$ cat config.mk
export PLATFORM = sky130hd
export DESIGN_NAME = dat_walker
export DESIGN_NICKNAME = d
export VERILOG_FILES = /design/src/rtl/dat_pkg.sv /design/src/rtl/dat_desig_sel.sv /design/src/rtl/dat_range_chk.sv /design/src/rtl/dat_tbl_offset.sv /design/src/rtl/dat_walker.sv
export SDC_FILE = /design/constraint.sdc
export NUM_CORES = 1
export LEC_CHECK = 0
export BUFFER_PORTS_ARGS = -buffer_cell sky130_fd_sc_hd__buf_2
export CAP_MARGIN = 20
export CORE_ASPECT_RATIO = 0.75
export CORE_MARGIN = 5
export CORE_UTILIZATION = 30
export DETAILED_ROUTE_END_ITERATION = 16
export SYNTH_ARGS = -nofsm -noshare
export SYNTH_HDL_FRONTEND = slang
export SYNTH_HIERARCHICAL = 1
export SYNTH_SLANG_ARGS = --single-unit
$ cat constraint.sdc
create_clock -name clk -period 3.3 [get_ports clk]
set_input_delay 0.165 -clock clk [delete_from_list [all_inputs] [get_ports clk]]
set_output_delay 0.165 -clock clk [all_outputs]
set_load 0.005 [all_outputs]
$ cat src/rtl/dat_pkg.sv
package dat_pkg;
   localparam logic [1:0] ACC_RD    = 2'd0;
   localparam logic [1:0] ACC_WR    = 2'd1;
   localparam logic [1:0] ACC_FETCH = 2'd2;

   localparam logic [1:0] MODE_PRI  = 2'd1;
   localparam logic [1:0] MODE_SEC  = 2'd2;
   localparam logic [1:0] MODE_HOME = 2'd3;

   localparam logic [2:0] PERM_R   = 3'b100;
   localparam logic [2:0] PERM_W   = 3'b010;
   localparam logic [2:0] PERM_X   = 3'b001;
   localparam logic [2:0] PERM_ALL = 3'b111;

   localparam logic [7:0] EXC_NONE = 8'h00;
   localparam logic [7:0] EXC_PROT = 8'h04;
   localparam logic [7:0] EXC_SEG  = 8'h10;
   localparam logic [7:0] EXC_PAGE = 8'h11;
   localparam logic [7:0] EXC_SPEC = 8'h12;
endpackage

$ cat src/rtl/dat_desig_sel.sv
module dat_desig_sel
   import dat_pkg::*;
#(
   parameter int VA_W = 64
) (
   input  logic [1:0]      mode,
   input  logic [1:0]      acc,
   input  logic [VA_W-1:0] c_pri,
   input  logic [VA_W-1:0] c_sec,
   input  logic [VA_W-1:0] c_home,
   output logic [VA_W-1:0] desig,
   output logic [1:0]      mbits,
   output logic [2:0]      pmask
);
   always_comb begin
      desig = c_pri;
      mbits = MODE_PRI;
      pmask = PERM_ALL;
      case (mode)
         MODE_SEC: begin
            if (acc == ACC_FETCH) begin
               desig = c_pri;
               mbits = MODE_PRI;
               pmask = PERM_X;
            end else begin
               desig = c_sec;
               mbits = MODE_SEC;
               pmask = PERM_R | PERM_W;
            end
         end
         MODE_HOME: begin
            desig = c_home;
            mbits = MODE_HOME;
         end
         default: ;
      endcase
   end
endmodule

$ cat src/rtl/dat_range_chk.sv
module dat_range_chk #(
   parameter int VA_W = 64
) (
   input  logic [1:0]      top_type,
   input  logic [VA_W-1:0] va,
   output logic            bad
);
   localparam logic [VA_W-1:0] LIM_R2  = {{11{1'b1}}, {(VA_W-11){1'b0}}};
   localparam logic [VA_W-1:0] LIM_R3  = {{22{1'b1}}, {(VA_W-22){1'b0}}};
   localparam logic [VA_W-1:0] LIM_SEG = {{33{1'b1}}, {(VA_W-33){1'b0}}};

   generate
      if (VA_W != 64) begin : g_bad_width
         $error("dat_range_chk: VA_W must be 64");
      end
   endgenerate

   always_comb begin
      case (top_type)
         2'd2:    bad = |(va & LIM_R2);
         2'd1:    bad = |(va & LIM_R3);
         2'd0:    bad = |(va & LIM_SEG);
         default: bad = 1'b0;
      endcase
   end
endmodule

$ cat src/rtl/dat_tbl_offset.sv
module dat_tbl_offset #(
   parameter int VA_W   = 64,
   parameter int LVL_N  = 5,
   parameter int LVL_W  = 3,
   parameter int OFFS_W = 14
) (
   input  logic [VA_W-1:0]   va,
   input  logic [LVL_W-1:0]  lvl,
   output logic [OFFS_W-1:0] offs
);
   logic [OFFS_W-1:0] offs_lv [LVL_N];

   generate
      if (6 + 11*(LVL_N-1) >= VA_W || (1 << LVL_W) < LVL_N) begin : g_bad_cfg
         $error("dat_tbl_offset: level count does not fit the address");
      end
      for (genvar g = 0; g < LVL_N; g++) begin : g_lvl
         localparam int SH = (g == 0) ? 9 : 6 + 11*g;
         localparam logic [OFFS_W-1:0] MSK = (g == 0) ? OFFS_W'(12'h7f8) : OFFS_W'(16'h3ff8);
         logic [VA_W-1:0] shifted;
         assign shifted    = va >> SH;
         assign offs_lv[g] = shifted[OFFS_W-1:0] & MSK;
      end
   endgenerate

   always_comb begin
      offs = '0;
      for (int i = 0; i < LVL_N; i++) begin
         if (lvl == LVL_W'(i)) offs = offs_lv[i];
      end
   end
endmodule

$ cat src/rtl/dat_walker.sv
module dat_walker
   import dat_pkg::*;
#(
   parameter int VA_W        = 64,
   parameter int PG_SHIFT    = 12,
   parameter int PT_ALIGN    = 11,
   parameter int INV_BIT     = 5,
   parameter int RSPACE_BIT  = 5,
   parameter int PTE_INV_BIT = 10,
   parameter int PTE_RO_BIT  = 9,
   parameter int LVL_N       = 5,
   parameter int LVL_W       = 3,
   parameter int OFFS_W      = 14
) (
   input  logic            clk,
   input  logic            rst_n,
   input  logic            req_valid,
   input  logic [63:0]     req_vaddr,
   input  logic [1:0]      req_acc,
   input  logic [1:0]      req_mode,
   input  logic            dat_on,
   input  logic            addr64,
   input  logic [63:0]     ctl1_desig,
   input  logic [63:0]     ctl7_desig,
   input  logic [63:0]     ctl13_desig,
   output logic            busy,
   output logic            mem_req_valid,
   output logic [63:0]     mem_req_addr,
   input  logic            mem_rsp_valid,
   input  logic [63:0]     mem_rsp_data,
   output logic            done,
   output logic [63:0]     real_addr,
   output logic [2:0]      perm,
   output logic [7:0]      exc_code,
   output logic [63:0]     exc_word
);
   localparam logic [VA_W-1:0] PG_MASK  = {{(VA_W-PG_SHIFT){1'b1}}, {PG_SHIFT{1'b0}}};
   localparam logic [VA_W-1:0] PT_MASK  = {{(VA_W-PT_ALIGN){1'b1}}, {PT_ALIGN{1'b0}}};
   localparam logic [VA_W-1:0] LOW31    = VA_W'(32'h7fff_ffff);
   localparam logic [VA_W-1:0] PROT_TAG = VA_W'(4);

   generate
      if (VA_W != 64 || PG_SHIFT != 12 || PT_ALIGN >= PG_SHIFT) begin : g_bad_cfg
         $error("dat_walker: unsupported address or page geometry");
      end
   endgenerate

   typedef enum logic {S_IDLE, S_MEM} st_e;

   st_e              st_q, nxt_st;
   logic [VA_W-1:0]  va_in, va_pg, va_q, org_q, nxt_org;
   logic [LVL_W-1:0] lvl_q, nxt_lvl;
   logic [1:0]       acc_q, mbits_q;
   logic [2:0]       pmask_q;
   logic [VA_W-1:0]  sel_desig;
   logic [1:0]       sel_bits;
   logic [2:0]       sel_pmask;
   logic             range_bad;
   logic [OFFS_W-1:0] offs;
   logic             fin;
   logic [VA_W-1:0]  f_real, f_word;
   logic [2:0]       f_perm;
   logic [7:0]       f_exc;
   logic             ent_inv, pte_inv, pte_ro;
   logic [1:0]       ent_type;

   assign va_in = addr64 ? req_vaddr : (req_vaddr & LOW31);
   assign va_pg = va_in & PG_MASK;

   dat_desig_sel #(.VA_W(VA_W)) i_sel (
      .mode(req_mode), .acc(req_acc),
      .c_pri(ctl1_desig), .c_sec(ctl7_desig), .c_home(ctl13_desig),
      .desig(sel_desig), .mbits(sel_bits), .pmask(sel_pmask)
   );

   dat_range_chk #(.VA_W(VA_W)) i_rng (
      .top_type(sel_desig[3:2]), .va(va_pg), .bad(range_bad)
   );

   dat_tbl_offset #(.VA_W(VA_W), .LVL_N(LVL_N), .LVL_W(LVL_W), .OFFS_W(OFFS_W)) i_offs (
      .va(va_q), .lvl(lvl_q), .offs(offs)
   );

   assign ent_inv  = mem_rsp_data[INV_BIT];
   assign ent_type = mem_rsp_data[3:2];
   assign pte_inv  = mem_rsp_data[PTE_INV_BIT];
   assign pte_ro   = mem_rsp_data[PTE_RO_BIT];

   always_comb begin
      fin     = 1'b0;
      f_real  = '0;
      f_perm  = '0;
      f_exc   = EXC_NONE;
      f_word  = '0;
      nxt_st  = st_q;
      nxt_lvl = lvl_q;
      nxt_org = org_q;
      case (st_q)
         S_IDLE: begin
            if (req_valid) begin
               if (!dat_on) begin
                  fin    = 1'b1;
                  f_real = va_pg;
                  f_perm = PERM_ALL;
               end else if (range_bad) begin
                  fin    = 1'b1;
                  f_exc  = EXC_SPEC;
                  f_word = va_pg | VA_W'(sel_bits);
               end else if (sel_desig[RSPACE_BIT]) begin
                  fin    = 1'b1;
                  f_real = va_pg;
                  f_perm = PERM_ALL & sel_pmask;
               end else begin
                  nxt_st  = S_MEM;
                  nxt_lvl = LVL_W'(sel_desig[3:2]) + LVL_W'(1);
                  nxt_org = sel_desig & PG_MASK;
               end
            end
         end
         S_MEM: begin
            if (mem_rsp_valid) begin
               if (lvl_q != '0) begin
                  if (ent_inv) begin
                     fin    = 1'b1;
                     f_exc  = EXC_SEG;
                     f_word = va_q | VA_W'(mbits_q);
                  end else if (LVL_W'(ent_type) != lvl_q - LVL_W'(1)) begin
                     fin    = 1'b1;
                     f_exc  = EXC_SPEC;
                     f_word = va_q | VA_W'(mbits_q);
                  end else begin
                     nxt_lvl = lvl_q - LVL_W'(1);
                     nxt_org = (lvl_q == LVL_W'(1)) ? (mem_rsp_data & PT_MASK)
                                                    : (mem_rsp_data & PG_MASK);
                  end
               end else if (pte_inv) begin
                  fin    = 1'b1;
                  f_exc  = EXC_PAGE;
                  f_word = va_q | VA_W'(mbits_q);
               end else if (pte_ro && acc_q == ACC_WR) begin
                  fin    = 1'b1;
                  f_exc  = EXC_PROT;
                  f_word = va_q | VA_W'(mbits_q) | PROT_TAG;
               end else begin
                  fin    = 1'b1;
                  f_real = mem_rsp_data & PG_MASK;
                  f_perm = (pte_ro ? (PERM_ALL & ~PERM_W) : PERM_ALL) & pmask_q;
               end
               if (fin) nxt_st = S_IDLE;
            end
         end
         default: nxt_st = S_IDLE;
      endcase
   end

   always_ff @(posedge clk) begin
      if (!rst_n) begin
         st_q      <= S_IDLE;
         lvl_q     <= '0;
         org_q     <= '0;
         va_q      <= '0;
         acc_q     <= ACC_RD;
         mbits_q   <= MODE_PRI;
         pmask_q   <= PERM_ALL;
         done      <= 1'b0;
         real_addr <= '0;
         perm      <= '0;
         exc_code  <= EXC_NONE;
         exc_word  <= '0;
      end else begin
         st_q  <= nxt_st;
         lvl_q <= nxt_lvl;
         org_q <= nxt_org;
         if (st_q == S_IDLE && req_valid) begin
            va_q    <= va_pg;
            acc_q   <= req_acc;
            mbits_q <= sel_bits;
            pmask_q <= sel_pmask;
         end
         done <= fin;
         if (fin) begin
            real_addr <= f_real;
            perm      <= f_perm;
            exc_code  <= f_exc;
            exc_word  <= f_word;
         end
      end
   end

   assign busy          = (st_q == S_MEM);
   assign mem_req_valid = (st_q == S_MEM);
   assign mem_req_addr  = org_q + VA_W'(offs);

   AST_REQ_HOLD: assert property (@(posedge clk) disable iff (!rst_n)
      mem_req_valid && !mem_rsp_valid |=> mem_req_valid && $stable(mem_req_addr));
   AST_BUSY_ENDS_IN_DONE: assert property (@(posedge clk) disable iff (!rst_n)
      $fell(busy) |-> done);
   AST_FAULT_CLEAN: assert property (@(posedge clk) disable iff (!rst_n)
      done && exc_code != EXC_NONE |-> real_addr == '0 && perm == '0);
   AST_OK_CLEAN: assert property (@(posedge clk) disable iff (!rst_n)
      done && exc_code == EXC_NONE |-> exc_word == '0);
   AST_PROT_TAG: assert property (@(posedge clk) disable iff (!rst_n)
      done && exc_code == EXC_PROT |-> exc_word[2]);
   AST_MODE_TAG: assert property (@(posedge clk) disable iff (!rst_n)
      done && exc_code != EXC_NONE |-> exc_word[1:0] != 2'b00);
endmodule

==> flow_metrics.py, run 1 <==
metrics = {
    "run_status": {
        "status": "complete, but fails checks",
        "violations": "negative setup slack",
    },
    "drt": {
        "dr.pass1.iters": 6,
        "vias": 14500,
        "drt-initial-drc-count": 1408,
        "wire_per_inst_um": 23.2,
        "drc": 0,
        "ant_nets": 0,
        "wirelength_um": 61800,
        "avgViaCountPerCell": 5.46,
    },
    "timing": {
        "fmax_mhz": 283,
        "worst_clock_skew_ps": 9.99,
        "period_share_pct": 107,
        "setup_viol": 17,
        "relSlewSlack_pct": 39.2,
        "rsz0062_at_grt": "true",
        "finalSetupTns_ps": -2460,
        "slew_viol_final": 0,
        "fin_ws_ps": -232,
        "hold_viol": 0,
        "worstMarginPinSlew_ps": 906,
        "fin_hold_ws_ps": 22.4,
        "period_needed_ps": 3530,
    },
    "critical_path": {
        "cpMaxStageDelayCell": "dfxtp_4",
        "path_buf_inv": 4,
        "crit_family": "adder cells",
        "r2r_start": "lvl_q[0]",
        "cp-start-kind": "flop",
        "crit_path_cell_trace": "buf_6 -> mux2i_1 -> o22ai_1 -> ha_2 -> inv_2 -> fa_2 -> nand2b_4 -> a2111oi_4 -> buf_4 -> nand3_4 -> nor2_4 -> xor2_2 -> buf_2",
        "crit_path_start": "lvl_q[0]",
        "path_class": "reg -> out",
        "worstSetupEndpointType": "output pin",
        "cp_data_required_time_ps": 3130,
        "r2r_slack_ps": 590,
        "crit_path_max_incr_delay_ps": 360,
        "worstPathArrival_ps": 3370,
        "path_max_fanout": 4,
    },
    "cells_and_area": {
        "seq_area_sq_um": 4620,
        "syn_to_final_growth_pct": 37.0,
        "multi_input_area_sq_um": 7670,
        "nNetsFinal": 2408,
        "finalInstanceArea_sq_um": 17700,
        "drive_above_1_share_pct": 34.9,
        "n_fill_cell": 4284,
    },
    "global_routing": {
        "grt_max_degree": 106,
        "grtUsageTotal_pct": 23.9,
        "grt_pass1_vias": 13800,
        "overflow": 0,
        "grt_antenna_before_repair": 8,
        "grt_pass1_wl_um": 89400,
    },
    "die": {
        "die_h_um": 190,
        "core-area_sq_um": 42400,
        "io_pins": 536,
        "die_area_sq_um": 47400,
        "dieWidth_um": 250,
        "rows": 65,
        "initial_utilization_pct": 30.5,
    },
    "place": {
        "finalWeightedCongestion": 0.952,
        "portBuffers": 462,
        "pre_cts_ws_ps": -132,
        "dpl.hpwl_um": 45400,
        "placed_cell_area_sq_um": 15800,
    },
    "clock_tree": {
        "cts_buffers": 27,
        "cts_max_path_buffers": 3,
        "insertion_delay_ps": 550,
        "clkSlewWorstSetupHoldPaths_ps": 60,
        "tritoncts": "done",
        "htree_levels": 1,
        "cts-root-buf": "clkbuf_16",
        "clock-sinks": 230,
    },
    "hold_path": {
        "worstHoldStart": "mem_rsp_data[49]",
        "hold_path.class": "in -> reg",
    },
    "power": {
        "p_per_area_nw_per_um2": 412,
        "peakVddDrop_mv": 0.369,
        "power_leakage_nw": 7.04,
    },
    "yosys": {
        "syn_inst": 1578,
        "yosysWarnings": 6,
        "avgSynthCellArea_sq_um": 8.19,
        "syn_area_sq_um": 12900,
    },
    "run": {
        "drv_cap": 0,
    },
}
[sequential cells by signal, summed over array words and instances, names as in the netlist]
signal and cells:
busy 1, acc_q 2, done 1, exc_word 54, real_addr 52, perm 3
pmask_q 3, org_q 53, mbits_q 2, va_q 52, exc_code 4, lvl_q 3
[layout by cell type (no fill, tap or decap), drive strengths merged, types with 57 or more instances in the layout]
master,instances
dlygate4sd3,60
nand2,315
dfxtp,230
a31oi,58
o22ai,60
mux2i,63
nor2,93
or2,57
buf,545
a22oi,57
a21oi,63
[worst register-to-register path: stages (launching register included)]
cell and delay (ps):
dfxtp_4 380, buf_4 210, inv_1 130, ha_1 370, xor2_1 190, nand3_1 250
o31ai_4 460, buf_12 190, buf_12 160, nor2_1 60, a211oi_1 230
[metrics by stage]
step                utilization [%]  power (mW)  instances
finish                         41.8        7.29       2661
global route                   41.8        7.59       2660
CTS                            41.2        7.33       2646
detailed placement             37.3        4.22       2532
global placement               37.3        4.19       2532
floorplan                         -        3.65       1604
[layer usage]
| layer | vias up | GRT usage [%] | wire length [um] |
|---|---|---|---|
| li1 | 6676 | - | - |
| met5 | - | 0 | 55 |
| met3 | 77 | 6.37 | 5600 |
| met1 | 7106 | 33.3 | 26800 |
| met4 | 10 | 3.44 | 1180 |
| met2 | 671 | 38.4 | 28100 |
[report_power, final]
group / internal, mW / switching, mW
clock network: 1.78 / 1.27
logic: 0.550 / 0.706
registers: 2.89 / 0.102
[layout make-up]
| class | instances | area share (%) |
|---|---|---|
| antenna | 2 | 0.0282 |
| clock buffer | 40 | 4.60 |
| clock inverter | 9 | 0.445 |
| inverter | 16 | 0.367 |
| multi-input combinational | 1188 | 43.3 |
| sequential | 230 | 26.1 |
| tap | 569 | 4.02 |
| timing repair buffer | 607 | 21.2 |
[path summary, 6_finish.rpt]
path,depth (start not counted),endpoint
worst max-delay path,13,mem_req_addr[45]
worst min-delay path,3,org_q[49]
worst max register to register,10,org_q[30]
worst min register to register,2,mbits_q[0]
[what timing repair did]
item	CTS	global route
cloned	0	3
setup buffers	5	11
hold endpoints to repair	88	0
gates resized for setup	32	22
endpoints found under the setup margin	32	155
pin swaps	9	17
hold buffers	60	0
Note: power is estimated with default switching activity, not from simulation.
==> run 2: changes to the inputs <==
--- a/config.mk
+++ b/config.mk
@@ -8,9 +8,10 @@
 export BUFFER_PORTS_ARGS = -buffer_cell sky130_fd_sc_hd__buf_2
 export CAP_MARGIN = 20
 export CORE_ASPECT_RATIO = 0.75
-export CORE_MARGIN = 5
+export CORE_MARGIN = 2
 export CORE_UTILIZATION = 30
 export DETAILED_ROUTE_END_ITERATION = 16
+export REMOVE_ABC_BUFFERS = 1
 export SYNTH_ARGS = -nofsm -noshare
 export SYNTH_HDL_FRONTEND = slang
 export SYNTH_HIERARCHICAL = 1
==> run 2 against run 1 <==
  * The run still ends with negative setup slack left
  * Sequential share of layout area about the same
  * Final cell count unchanged
  * First-iteration DRC count fell by 25%
  * Hold slack improved by 5.3 ps
  * Clock skew up 6.1 ps
  * Combinational power hardly changed
  * Flip-flop and latch count unchanged
  * Critical path depth stayed put
  * Non-clock buffer count increased by 3
  * Power increased by 1.9%
  * Largest power group unchanged
==> flow_metrics.py, run 2 (synthesis results as in run 1) <==
metrics = {
    "critical_path": {
        "path_class": "reg -> out",
        "cp_data_required_time_ps": 3130,
        "worstSetupEndpointType": "output pin",
        "r2r_slack_ps": 580,
        "worstPathArrival_ps": 3310,
        "cp-start-kind": "flop",
        "path_max_fanout": 5,
    },
    "cells_and_area": {
        "diodes": 0,
        "largest_reg_flops": 54,
        "n_fill_cell": 4219,
        "final_cell_mix": "buf_2 (461), nand2_1 (312), dfxtp_1 (226)",
        "syn_to_final_growth_pct": 37.4,
        "fin_util_pct": 42.0,
        "final_common_cell": "buf_2",
        "nNetsFinal": 2410,
        "drive_above_1_share_pct": 34.6,
        "reg_top3": "exc_word: 54 flops, org_q: 53 flops",
        "final_cell_count_no_fill": 2661,
        "regMostFlops": "exc_word",
    },
    "clock_tree": {
        "insertion_delay_ps": 550,
        "htree_levels": 1,
        "clkSlewWorstSetupHoldPaths_ps": 70,
        "cts_buffers": 27,
        "cts-root-buf": "clkbuf_16",
        "cts_max_path_buffers": 3,
        "tritoncts": "done",
        "clock-sinks": 230,
    },
    "drt": {
        "wirelength_um": 57300,
        "drc": 0,
        "ant_nets": 0,
        "wire_per_inst_um": 21.5,
        "avgViaCountPerCell": 5.36,
        "vias": 14300,
        "drt-initial-drc-count": 1054,
        "dr.pass1.iters": 5,
    },
    "run_status": {
        "status": "complete, but fails checks",
        "violations": "negative setup slack",
    },
    "die": {
        "core-area_sq_um": 42300,
        "die_h_um": 184,
        "initial_utilization_pct": 30.6,
        "io_pins": 536,
        "rows": 65,
        "dieWidth_um": 244,
        "die_area_sq_um": 44800,
    },
    "timing": {
        "slew_viol_final": 0,
        "fin_ws_ps": -177,
        "hold_viol": 0,
        "fmax_mhz": 288,
        "setup_viol": 12,
        "fin_hold_ws_ps": 27.7,
        "relSlewSlack_pct": 40.6,
        "worst_clock_skew_ps": 16.1,
        "period_needed_ps": 3480,
        "rsz0062_at_grt": "true",
        "period_share_pct": 105,
        "worstMarginPinSlew_ps": 885,
    },
    "hold_path": {
        "hold_path.class": "in -> reg",
    },
    "power": {
        "power_mw": 7.43,
        "p_per_area_nw_per_um2": 418,
        "peakVddDrop_mv": 0.365,
        "power_leakage_nw": 7.05,
    },
    "place": {
        "dp_cells": 2525,
        "dpl.hpwl_um": 41000,
        "portBuffers": 462,
        "finalWeightedCongestion": 0.853,
    },
    "global_routing": {
        "grt_pass1_vias": 13700,
        "grt_antenna_before_repair": 1,
        "grt_pass1_wl_um": 83600,
        "grtUsageTotal_pct": 24.2,
        "grt_max_degree": 101,
        "overflow": 0,
    },
    "run": {
        "drv_cap": 0,
    },
}
## run 2: cell types whose count changed in the layout (fill, tap and decap cells not counted), moves of 3 or more
cell           previous run  this run
nor2_4                    6         2
buf_4                    66        60
dlygate4sd3_1            60        73
clkbuf_16                30        27
bufinv_16                 1         4
## run 2: area by class of cell
class                   count  area, sq um  area share [%]
clock buffers              35          756            4.25
well taps                 569          712            4.01
multi-input cells        1187         7640            43.0
inverters                  16         67.6           0.380
flip-flops and latches    230         4620            26.0
repair buffers            610         3780            21.3
clock inverters            14          181            1.02
## run 2: through the flow
step,area [sq um],worst slack (ps),TNS [ps]
CTS,17600,-196,-1610
detailed placement,15800,-107,-250
floorplan,12100,-7200,-846110
global route,17800,-311,-3830
global placement,15800,-21.7,-21.7
finish,17800,-177,-1260
## run 2: routing by layer
layer	global-route usage, %	wire length (um)	share of wire [%]
met1	33.0	25300	44
met2	37.6	25100	44
met3	5.77	4910	8.6
met4	7.54	1900	3.3
met5	0	13	0.023
## run 2: report_power, final
group          internal, mW  leakage (nW)  total [mW]  switching, mW
Sequential             2.89          1.88        2.99          0.103
Combinational         0.549          4.72        1.23          0.679
Clock                  1.93         0.457        3.22           1.29
## run 2: worst max-delay path, cell delays in order, from the launching register on
cell	delay (ps)
dfxtp_4	390
nor2b_4	180
a22oi_2	90
o22ai_2	120
ha_2	200
inv_2	40
fa_2	340
nand2b_4	170
a2111oi_4	400
buf_12	190
nand4_4	140
buf_4	210
xnor2_2	160
buf_2	140
## run 2: repair_timing
action | CTS | global route
resized for setup | 34 | 23
endpoints found under the hold margin | 118 | 0
setup endpoints to repair | 36 | 37
hold buffers | 73 | 0
pin swaps | 13 | 12
setup buffers | 7 | 6
cloned | 1 | 0
## run 2: path summary, 6_finish.rpt
check	startpoint	to	cells after the start
setup / recovery	lvl_q[2]	mem_req_addr[57]	13
hold / removal	mem_rsp_data[60]	real_addr[60]	3
setup reg to reg	lvl_q[0]	org_q[39]	9
hold reg to reg	real_addr[46]	real_addr[46]	2
